<file path="config.mk">
export PLATFORM = sky130hd
export DESIGN_NAME = phy_linkup_seq
export DESIGN_NICKNAME = d
export VERILOG_FILES = /design/src/rtl/phy_seq_pkg.sv /design/src/rtl/mgmt_access.sv /design/src/rtl/poll_limit_ctr.sv /design/src/rtl/ability_resolve.sv /design/src/rtl/phy_linkup_seq.sv
export SDC_FILE = /design/constraint.sdc
export NUM_CORES = 1
export LEC_CHECK = 0
export BUFFER_PORTS_ARGS = -buffer_cell sky130_fd_sc_hd__buf_2
export CAP_MARGIN = 20
export CORE_ASPECT_RATIO = 2
export CORE_MARGIN = 2
export CORE_UTILIZATION = 25
export DETAILED_ROUTE_END_ITERATION = 8
export GPL_TIMING_DRIVEN = 0
export PLACE_DENSITY = 0.5
export SETUP_SLACK_MARGIN = 0.2
export SLEW_MARGIN = 0
export SYNTH_ARGS = -nofsm -noshare
export SYNTH_HDL_FRONTEND = slang
export SYNTH_SLANG_ARGS = --single-unit
</file>
<file path="constraint.sdc">
create_clock -name clk -period 3.5 [get_ports clk]
set_input_delay 0.525 -clock clk [delete_from_list [all_inputs] [get_ports clk]]
set_output_delay 0.525 -clock clk [all_outputs]
set_load 0.01 [all_outputs]
</file>
<file path="src/rtl/phy_seq_pkg.sv">
package phy_seq_pkg;

    localparam int REG_W    = 5;
    localparam int ADDR_W   = 5;
    localparam int ADDR_POS = 8;
    localparam int CMD_W    = ADDR_POS + ADDR_W + 3;

    localparam logic [REG_W-1:0] RG_CTRL   = 5'd0;
    localparam logic [REG_W-1:0] RG_STAT   = 5'd1;
    localparam logic [REG_W-1:0] RG_ADV    = 5'd4;
    localparam logic [REG_W-1:0] RG_PART   = 5'd5;

    localparam int BIT_RESET   = 15;
    localparam int BIT_RESTART = 9;
    localparam int BIT_LINK    = 2;
    localparam int BIT_ANDONE  = 5;

    localparam logic [15:0] ADV_WORD = 16'h01E1;

    localparam logic [2:0] LC_DOWN = 3'd0;
    localparam logic [2:0] LC_100F = 3'd1;
    localparam logic [2:0] LC_100H = 3'd2;
    localparam logic [2:0] LC_10F  = 3'd3;
    localparam logic [2:0] LC_10H  = 3'd4;

    typedef enum logic [3:0] {
        S_IDLE, S_RST_WR, S_RST_RD, S_LINK_RD, S_ADV_WR, S_CTL_RD,
        S_CTL_WR, S_AN_RD, S_LINK2_RD, S_PART_RD, S_CHK_STAT, S_CHK_PART
    } seq_state_t;

    typedef enum logic [1:0] {
        E_IDLE, E_ISSUE, E_WAIT
    } eng_state_t;

endpackage

</file>
<file path="src/rtl/mgmt_access.sv">
module mgmt_access
    import phy_seq_pkg::*;
#(
    parameter int DATA_W = 16
) (
    input  logic              clk,
    input  logic              rst_n,
    input  logic              go,
    input  logic              wr,
    input  logic [REG_W-1:0]  regnum,
    input  logic [DATA_W-1:0] wdata,
    input  logic [ADDR_W-1:0] phy_addr,
    output logic              fin,
    output logic [DATA_W-1:0] rdata,
    output logic              mgmt_valid,
    output logic              mgmt_write,
    output logic [CMD_W-1:0]  mgmt_cmd,
    output logic [DATA_W-1:0] mgmt_wdata,
    input  logic [DATA_W-1:0] mgmt_rdata,
    input  logic              mgmt_busy
);

    eng_state_t        eng_q;
    logic              wr_q;
    logic [REG_W-1:0]  reg_q;
    logic [DATA_W-1:0] wd_q;

    always_ff @(posedge clk or negedge rst_n) begin
        if (!rst_n) begin
            eng_q <= E_IDLE;
            wr_q  <= 1'b0;
            reg_q <= '0;
            wd_q  <= '0;
        end else begin
            unique case (eng_q)
                E_IDLE: begin
                    if (go) begin
                        wr_q  <= wr;
                        reg_q <= regnum;
                        wd_q  <= wdata;
                        eng_q <= E_ISSUE;
                    end
                end
                E_ISSUE: if (!mgmt_busy) eng_q <= E_WAIT;
                E_WAIT:  if (!mgmt_busy) eng_q <= E_IDLE;
                default: eng_q <= E_IDLE;
            endcase
        end
    end

    always_comb begin
        mgmt_cmd                       = '0;
        mgmt_cmd[REG_W-1:0]            = reg_q;
        mgmt_cmd[ADDR_POS +: ADDR_W]   = phy_addr;
        mgmt_valid = (eng_q == E_ISSUE) && !mgmt_busy;
        fin        = (eng_q == E_WAIT) && !mgmt_busy;
        mgmt_write = wr_q;
        mgmt_wdata = wd_q;
        rdata      = mgmt_rdata;
    end

endmodule

</file>
<file path="src/rtl/poll_limit_ctr.sv">
module poll_limit_ctr #(
    parameter int LIMIT = 10000
) (
    input  logic clk,
    input  logic rst_n,
    input  logic clr,
    input  logic inc,
    output logic at_limit
);

    localparam int CW = $clog2(LIMIT + 1) + 1;

    logic [CW-1:0] cnt_q;

    always_ff @(posedge clk or negedge rst_n) begin
        if (!rst_n)       cnt_q <= '0;
        else if (clr)     cnt_q <= '0;
        else if (inc)     cnt_q <= cnt_q + 1'b1;
    end

    assign at_limit = (cnt_q == CW'(LIMIT));

endmodule

</file>
<file path="src/rtl/ability_resolve.sv">
module ability_resolve
    import phy_seq_pkg::*;
(
    input  logic [3:0] caps,
    output logic       spd,
    output logic       dup,
    output logic [2:0] code
);

    always_comb begin
        if (caps[3]) begin
            spd = 1'b1; dup = 1'b1; code = LC_100F;
        end else if (caps[2]) begin
            spd = 1'b1; dup = 1'b0; code = LC_100H;
        end else if (caps[1]) begin
            spd = 1'b0; dup = 1'b1; code = LC_10F;
        end else begin
            spd = 1'b0; dup = 1'b0; code = LC_10H;
        end
    end

endmodule

</file>
<file path="src/rtl/phy_linkup_seq.sv">
module phy_linkup_seq
    import phy_seq_pkg::*;
#(
    parameter int POLL_LIMIT = 10000,
    parameter int DATA_W     = 16
) (
    input  logic              clk,
    input  logic              rst_n,
    input  logic              start,
    input  logic              check,
    input  logic [4:0]        phy_addr,
    output logic              mgmt_valid,
    output logic              mgmt_write,
    output logic [15:0]       mgmt_cmd,
    output logic [DATA_W-1:0] mgmt_wdata,
    input  logic [DATA_W-1:0] mgmt_rdata,
    input  logic              mgmt_busy,
    output logic              speed_100,
    output logic              full_duplex,
    output logic [2:0]        link_code,
    output logic              done
);

    seq_state_t        state_q, state_d;
    logic              pend_q;
    logic [DATA_W-1:0] ctl_q;

    logic              acc_go, acc_wr, acc_fin;
    logic [REG_W-1:0]  acc_reg;
    logic [DATA_W-1:0] acc_wdata, acc_rdata;
    logic              at_limit, link_bit, an_bit, rst_bit;
    logic              res_spd, res_dup;
    logic [2:0]        res_code;
    logic              is_access;

    assign link_bit = acc_rdata[BIT_LINK];
    assign an_bit   = acc_rdata[BIT_ANDONE];
    assign rst_bit  = acc_rdata[BIT_RESET];

    mgmt_access #(.DATA_W(DATA_W)) u_acc (
        .clk        (clk),
        .rst_n      (rst_n),
        .go         (acc_go),
        .wr         (acc_wr),
        .regnum     (acc_reg),
        .wdata      (acc_wdata),
        .phy_addr   (phy_addr),
        .fin        (acc_fin),
        .rdata      (acc_rdata),
        .mgmt_valid (mgmt_valid),
        .mgmt_write (mgmt_write),
        .mgmt_cmd   (mgmt_cmd),
        .mgmt_wdata (mgmt_wdata),
        .mgmt_rdata (mgmt_rdata),
        .mgmt_busy  (mgmt_busy)
    );

    poll_limit_ctr #(.LIMIT(POLL_LIMIT)) u_poll (
        .clk      (clk),
        .rst_n    (rst_n),
        .clr      (state_q != S_LINK_RD),
        .inc      ((state_q == S_LINK_RD) && acc_fin && !link_bit),
        .at_limit (at_limit)
    );

    ability_resolve u_res (
        .caps (acc_rdata[8:5]),
        .spd  (res_spd),
        .dup  (res_dup),
        .code (res_code)
    );

    // Access descriptor for the current state
    always_comb begin
        acc_wr    = 1'b0;
        acc_reg   = RG_STAT;
        acc_wdata = '0;
        is_access = 1'b1;
        unique case (state_q)
            S_IDLE:     is_access = 1'b0;
            S_RST_WR: begin
                acc_wr = 1'b1; acc_reg = RG_CTRL;
                acc_wdata = '0; acc_wdata[BIT_RESET] = 1'b1;
            end
            S_RST_RD, S_CTL_RD: acc_reg = RG_CTRL;
            S_LINK_RD, S_AN_RD, S_LINK2_RD, S_CHK_STAT: acc_reg = RG_STAT;
            S_ADV_WR: begin
                acc_wr = 1'b1; acc_reg = RG_ADV; acc_wdata = DATA_W'(ADV_WORD);
            end
            S_CTL_WR: begin
                acc_wr = 1'b1; acc_reg = RG_CTRL;
                acc_wdata = ctl_q; acc_wdata[BIT_RESTART] = 1'b1;
            end
            S_PART_RD, S_CHK_PART: acc_reg = RG_PART;
            default:    is_access = 1'b0;
        endcase
        acc_go = is_access && !pend_q;
    end

    // Next-state logic
    always_comb begin
        state_d = state_q;
        unique case (state_q)
            S_IDLE: begin
                if (start)      state_d = S_RST_WR;
                else if (check) state_d = S_CHK_STAT;
            end
            S_RST_WR:   if (acc_fin) state_d = S_RST_RD;
            S_RST_RD:   if (acc_fin && !rst_bit) state_d = S_LINK_RD;
            S_LINK_RD: begin
                if (acc_fin) begin
                    if (link_bit)      state_d = S_ADV_WR;
                    else if (at_limit) state_d = S_IDLE;
                end
            end
            S_ADV_WR:   if (acc_fin) state_d = S_CTL_RD;
            S_CTL_RD:   if (acc_fin) state_d = S_CTL_WR;
            S_CTL_WR:   if (acc_fin) state_d = S_AN_RD;
            S_AN_RD:    if (acc_fin && an_bit) state_d = S_LINK2_RD;
            S_LINK2_RD: if (acc_fin && link_bit) state_d = S_PART_RD;
            S_PART_RD:  if (acc_fin) state_d = S_IDLE;
            S_CHK_STAT: if (acc_fin) state_d = link_bit ? S_CHK_PART : S_IDLE;
            S_CHK_PART: if (acc_fin) state_d = S_IDLE;
            default:    state_d = S_IDLE;
        endcase
    end

    // State register
    always_ff @(posedge clk or negedge rst_n) begin
        if (!rst_n) state_q <= S_IDLE;
        else        state_q <= state_d;
    end

    // Access bookkeeping: one outstanding access per state visit
    always_ff @(posedge clk or negedge rst_n) begin
        if (!rst_n) begin
            pend_q <= 1'b0;
            ctl_q  <= '0;
        end else begin
            if (acc_fin)     pend_q <= 1'b0;
            else if (acc_go) pend_q <= 1'b1;
            if (state_q == S_CTL_RD && acc_fin) ctl_q <= acc_rdata;
        end
    end

    // Outputs
    always_ff @(posedge clk or negedge rst_n) begin
        if (!rst_n) begin
            speed_100   <= 1'b0;
            full_duplex <= 1'b0;
            link_code   <= LC_DOWN;
            done        <= 1'b0;
        end else begin
            done <= 1'b0;
            if (acc_fin) begin
                if (state_q == S_LINK_RD && !link_bit && at_limit) begin
                    speed_100   <= 1'b0;
                    full_duplex <= 1'b0;
                    link_code   <= LC_DOWN;
                    done        <= 1'b1;
                end
                if (state_q == S_PART_RD || state_q == S_CHK_PART) begin
                    speed_100   <= res_spd;
                    full_duplex <= res_dup;
                    link_code   <= res_code;
                    done        <= 1'b1;
                end
                if (state_q == S_CHK_STAT && !link_bit) begin
                    link_code   <= LC_DOWN;
                    done        <= 1'b1;
                end
            end
        end
    end

endmodule

</file>
# Word-level counts from Yosys, hierarchy flattened
# Cells that the tools add are included.
[classes]
n_addsub = 1
n_eq_ne = 30
n_mux = 46
n_reduce_logical = 32
[ops]
columns = ["cell", "count"]
rows = [
  ["4-bit 2-to-1 mux", 15],
  ["16-bit case mux with 3 select lines", 1],
  ["4-bit case mux with 11 select lines", 1],
  ["15-bit 2-to-1 mux", 2],
  ["2-bit inequality test (second input constant)", 12],
  ["3-bit 2-to-1 mux", 6],
  ["4-bit by 3-bit == test with 1-bit output (second input constant)", 4],
  ["4-bit == test (second input constant)", 4],
  ["1-bit 2-to-1 mux", 16],
  ["15-bit by 1-bit adder with 15-bit output (second input constant)", 1],
  ["15-bit by 14-bit == test with 1-bit output (second input constant)", 1],
  ["1-bit logical AND", 12],
  ["12-bit AND reduction", 1],
  ["11-bit OR reduction", 1],
  ["3-bit case mux with 3 select lines", 1],
  ["4-bit by 2-bit == test with 1-bit output (second input constant)", 2],
  ["2-bit 2-to-1 mux", 3],
  ["3-bit inequality test (second input constant)", 2],
  ["2-bit case mux with 3 select lines", 1],
  ["2-bit AND reduction", 3],
  ["2-bit nonzero test", 3],
  ["4-bit by 1-bit == test with 1-bit output (second input constant)", 1],
  ["1-bit logical NOT", 4],
  ["4-bit logical NOT", 1],
  ["11 further kinds", 11],
]
[totals]
register_bits = 66
inputBits = 26
out_inout_bits = 40
word_cells = 121

# Longest topological paths before layout
[depth]
depth_word = 7
mapped_depth = 7
depth_no_buf = 7

# By module
# Synthesis repeated with hierarchy kept, for this count alone.
[hier_totals]
cells_unflattened = 327
hier_area_um2 = 3539.6
[by_module_without_submodules]
columns = ["mod", "n_inst", "cells_per_inst", "area_per_inst_um2", "seq_area_each_um2"]
rows = [
  ["phy_linkup_seq", 1, 150, 1485.2, 650.6],
  ["mgmt_access", 1, 83, 1136.1, 600.6],
  ["poll_limit_ctr", 1, 87, 877.1, 375.4],
  ["ability_resolve", 1, 7, 41.3, 0.0],
]

# Worst setup path before layout
# No wires, ideal clock.
[synth_path]
path_type = "input port to flip-flop"
startpoint = "input port mgmt_rdata[2]"
endpoint = "register u_poll.cnt_q[10]"
setup_time_ps = 132
arrival_time_ps = 1966
required_time_ps = 3368
setup_slack_ps = 1403
stages = 7
path_buffers = 2
path_cell_list = "buf_2 or4b_4 buf_6 a211oi_4 and3_1 xnor2_1 nor2_1"
[synth_via]
elab_chain_len = 3
[synth_lines]
columns = ["element", "line", "rtl"]
rows = [
  ["from (decl)", "phy_linkup_seq.sv:16", "input logic [DATA_W-1:0] mgmt_rdata,"],
  ["1-bit logical NOT", "phy_linkup_seq.sv:62", ".inc ((state_q == S_LINK_RD) && acc_fin && !link_bit),"],
  ["1-bit logical AND", "phy_linkup_seq.sv:62", ""],
  ["2-bit nonzero test (no line)", "--", ""],
  ["to (signal assigned)", "poll_limit_ctr.sv:18", "else if (inc) cnt_q <= cnt_q + 1'b1;"],
  ["to (decl)", "poll_limit_ctr.sv:13", "logic [CW-1:0] cnt_q;"],
]
# Every way passes these cells.
# A chain may end at the register's enable or synchronous reset.

# Worst setup path in the final report
[layout_path]
startpoint = "register u_acc.eng_q[0]"
endpoint = "register ctl_q[5]"
[layout_via]
elab_chain_len = 3
[layout_lines]
columns = ["element", "line", "rtl"]
rows = [
  ["from (decl)", "mgmt_access.sv:23", "eng_state_t eng_q;"],
  ["from (signal assigned)", "mgmt_access.sv:30", "eng_q <= E_IDLE;"],
  ["from (signal assigned)", "mgmt_access.sv:41", "eng_q <= E_ISSUE;"],
  ["from (signal assigned)", "mgmt_access.sv:44", "E_ISSUE: if (!mgmt_busy) eng_q <= E_WAIT;"],
  ["2-bit == test", "mgmt_access.sv:56", "fin = (eng_q == E_WAIT) && !mgmt_busy;"],
  ["1-bit logical AND", "mgmt_access.sv:56", ""],
  ["1-bit logical AND", "phy_linkup_seq.sv:142", "if (state_q == S_CTL_RD && acc_fin) ctl_q <= acc_rdata;"],
  ["to (signal assigned)", "phy_linkup_seq.sv:142", ""],
  ["to (decl)", "phy_linkup_seq.sv:26", "logic [DATA_W-1:0] ctl_q;"],
]
# Every way passes these cells.

==> metrics list <==
* Number of distinct library cells after synthesis: 55
- For the pin with the worst max-slew slack, the measured transition is 800 ps.
- Cell internal power was estimated by the tool at 1.77 mW.
* Simple-gate area share of the yosys netlist: 15.1%
- After detailed routing, the number of vias per cell comes to 4.61.
* Die Y: 160 um
- Number of inserted filler cells in the final layout: 1289
- After clock tree synthesis, the setup repair step added 0 buffers.
- For this run, the number of standard cells in the final layout without fillers is 501.
- DRC viols: 0
* Detailed-route wire length per cell: 14.1 um
* Count of flip-flops with a built-in enable after synthesis: 0
- Counting I/O delays and the setup requirement, the final critical path takes 2340 ps.
- Worst path slowest cell: nor3b_1
- The synthesized netlist devotes 0.824% of its cell area to adder and majority cells.
- Peak ir drop on the vdd network: 0.335 mV
* Global-route usage over all layers: 11.3%
- Delay of the slowest cell on the worst path: 480 ps
- The initial antenna violation count came to 0.
* Final clock skew: 7.48 ps
* Number of I/O port buffers: 49
* Hold-fix buffers, CTS: 0
- In this run the static leakage power is 1.85 nW.
- For this block, the initial DRC count from the detailed router was 127.
- Grt total ovfl: 0
* Antenna diode count: 0
- Once the floorplan was initialized, standard cells occupied 25.3% of the core.
- Number of slew-limit violations in the final report: 0
* Layout cell share with drive strength beyond 1: 28.8%
- The first detailed-routing pass ran for 4 iterations.
* Average instance area after synthesis: 10.8 um^2
- Along the worst path, the maximum fanout reaches 10.
* DIE AREA: 13100 um^2
- The die is 81.9 um wide.
- Number of placed instances, taps included: 485
- Max-cap violations in this run came to 0.
* Sum of net half-perimeters after detailed placement: 4990 um
- Most used DFF post-synth: dfrtp_1
* Post-synthesis instance area: 3040 um^2
- Pin placement for this block handled 66 I/O pins.
- Class of the tightest hold or removal check: primary input to asynchronous set/reset pin
- Net Switching: 812 uW
- Once the clock tree was built, the resizer swapped 0 gates to a different size.
- TritonCTS built the clock tree.
- Clock tree synthesis found a total of 62 sinks.
- Share of flip-flops with an asynchronous set or reset after synthesis: 100%
* Count of mapped cells out of synthesis: 281
* Sequential share of power: 37.2%
- In the final design database the tool counted 377 nets.
- Across all layers, the routed design uses 2311 vias.
* Largest buffer count on any clock path: 2
- Summing the areas of all xor and xnor instances in the mapped netlist gives 3.75% of the synthesized area.
* Core outline area: 12000 um^2
* Hold violation total from the final report: 0
- Post-synthesis compound-gate area fraction: 15.1%
- Crit end category: register
- Global-route wire length before repair: 11400 um
* Largest net degree at the start of global routing: 63
* Total number of H-tree levels: 3
* Routed wire length: 7050 um
- Run status: complete, no violations
- Final clock period utilization by the worst path: 66.9%
- Unrepaired setup endpoints after global routing: false
- Synthesis-stage register bit count: 62
* Switching share of power: 31.4%
- The floorplan has 57 rows.
* Sequential-to-total area share from yosys stat: 51.1%
- Layout-stage area growth over the synthesis result: 25.6%
- Root buffer cell: clkbuf_16
- Across all hold checks on the routed design, the worst slack comes to 288 ps.
* Achievable frequency: 427 MHz
- The critical path is of the register to register type.
- Family with the most delay on the worst path: simple AND/OR/NAND/NOR gates
- Once detail routing completed, the nets flagged for antenna violations numbered 0.
- Pre-CTS WS: 946 ps
- Finish-stage setup viols: 0
- STA classifies the critical path startpoint as a register.
* Total negative setup slack: 0 ps
- Placer's final routability congestion estimate: 0.767
* Largest family of logic cells by synthesized area: compound AO/OA/AOI/OAI gates
- Together, buffers and inverters on the worst path number 2.
- In the synthesized netlist, mux cells make up 6.97% of the area.
- Clock tree synthesis inserted a total of 9 buffers.
- Data arrives at the worst endpoint at 2550 ps.
- For this design the ratio of total power to cell area is 677 nW/um^2.
- The critical path crosses 5 cells after its start point.
* Worst-case reg-to-reg path depth: 5
* Via count of the first global-routing pass: 2170
- Measured on the finished design, the core utilization comes to 31.8%.
* Max_slew headroom: 46.7%
- Clock latency on the worst-skew pair, taken at its later pin, is 330 ps.
- Ordered list of cells on the worst path: buf_6 -> nor3b_1 -> nand4b_1 -> clkbuf_1 -> mux2_2
- After layout, the worst setup slack is 1160 ps.
- During synthesis, Yosys emitted a total of 0 warnings.
* Clock share of power: 36.3%
- Comb power frac: 26.6%
- Clock-pin slew was measured on the worst setup and hold paths at 50 ps.
* Critical path data required time: 3710 ps
## sequential cells by signal, summed over array words and instances (netlist names), 2 cells and up
signal and cells:
u_acc.mgmt_wdata 16, u_acc.reg_q 2, link_code 3, u_poll.cnt_q 15, u_acc.eng_q 2, state_q 4
ctl_q 15
## cell usage after synthesis (all sizes together), types with 6 or more instances
master  number  share of area [%]
nor2        26                3.2
a21oi        8                1.3
a22o         9                2.6
dfrtp       62                 51
buf         17                4.4
xor2         7                2.0
inv         10                1.2
clkbuf      11                1.4
mux2        17                6.3
and3         6                1.2
nand2       23                2.8
o21ai        9                1.5
xnor2        6                1.7
## layout by cell type (no fill, tap or decap), drive strengths merged, types with 2 or more instances in the layout
master   instances
a211oi           2
a21o             3
a21oi            8
a221o            5
a22o             9
a22oi            2
a31oi            3
a32oi            2
and2b            2
and3             6
buf             66
bufinv           2
clkbuf          21
clkinv           3
conb             9
dfrtp           62
ha               2
inv             10
mux2            17
mux2i            2
nand2           23
nand3            5
nand4            4
nor2            26
nor2b            2
nor3             3
nor3b            2
nor4             2
nor4b            2
o21ai            9
o21bai           3
o2bb2ai          2
or3              4
xnor2            6
xor2             7
## final cells by class
type | instances | area, um^2 | share of cell area, %
buffer | 28 | 174 | 4.56
clock buffer | 10 | 229 | 6.01
clock inverter | 6 | 86.3 | 2.26
inverter | 10 | 37.5 | 0.985
multi-input combinational | 189 | 1300 | 34.2
sequential | 62 | 1550 | 40.7
tap | 147 | 184 | 4.82
timing repair buffer | 49 | 248 | 6.50
## cell families after synthesis
group           Yosys count
simple gates             88
other cells               1
mux                      19
fa+ha+maj                 2
flops                    62
xor+xnor                 13
buf+inv                  38
compound gates           58
## final timing paths
kind | startpoint | to | slack (ps)
worst min-delay path | rst_n | ctl_q[10] | 290
worst max-delay path | u_acc.eng_q[0] | ctl_q[5] | 1160
max in group asynchronous | rst_n | u_acc.reg_q[0] | 2680
worst max register to register | u_acc.eng_q[0] | ctl_q[5] | 1160
worst min register to register | u_acc.mgmt_wdata[9] | u_acc.mgmt_wdata[9] | 470
min in group clk | mgmt_rdata[12] | ctl_q[12] | 430
## routing by layer
metal	part of all wire, %	vias up	global-route usage, %
met5	0	-	0
met3	4.6	13	3.22
met2	46	61	15.5
met4	1.2	0	4.62
li1	-	1125	-
met1	49	1112	16.5
## through the flow
| stage | cell area (um^2) | power (mW) |
|---|---|---|
| 4_1_cts | 3810 | 2.61 |
| 3_5_place_dp | 3500 | 1.65 |
| 5_1_grt | 3810 | 2.74 |
| 3_3_place_gp | 3490 | 1.65 |
| 6_report | 3810 | 2.58 |
| 2_1_floorplan | 3070 | 1.43 |
## worst register-to-register path: stages, from the launching register on
cell      delay (ps)
dfrtp_1          370
buf_6            130
nor3b_1          480
nand4b_1         470
clkbuf_1         420
mux2_2           360
## power by group through the flow
stage | Sequential, mW | Combinational (mW) | Clock [mW]
floorplan | 0.972 | 0.459 | 0
global placement | 0.967 | 0.681 | 0
detailed placement | 0.969 | 0.684 | 0
CTS | 0.959 | 0.686 | 0.967
global route | 0.979 | 0.756 | 1.00
finish | 0.960 | 0.686 | 0.937
Power figures use the tool's default switching activity.
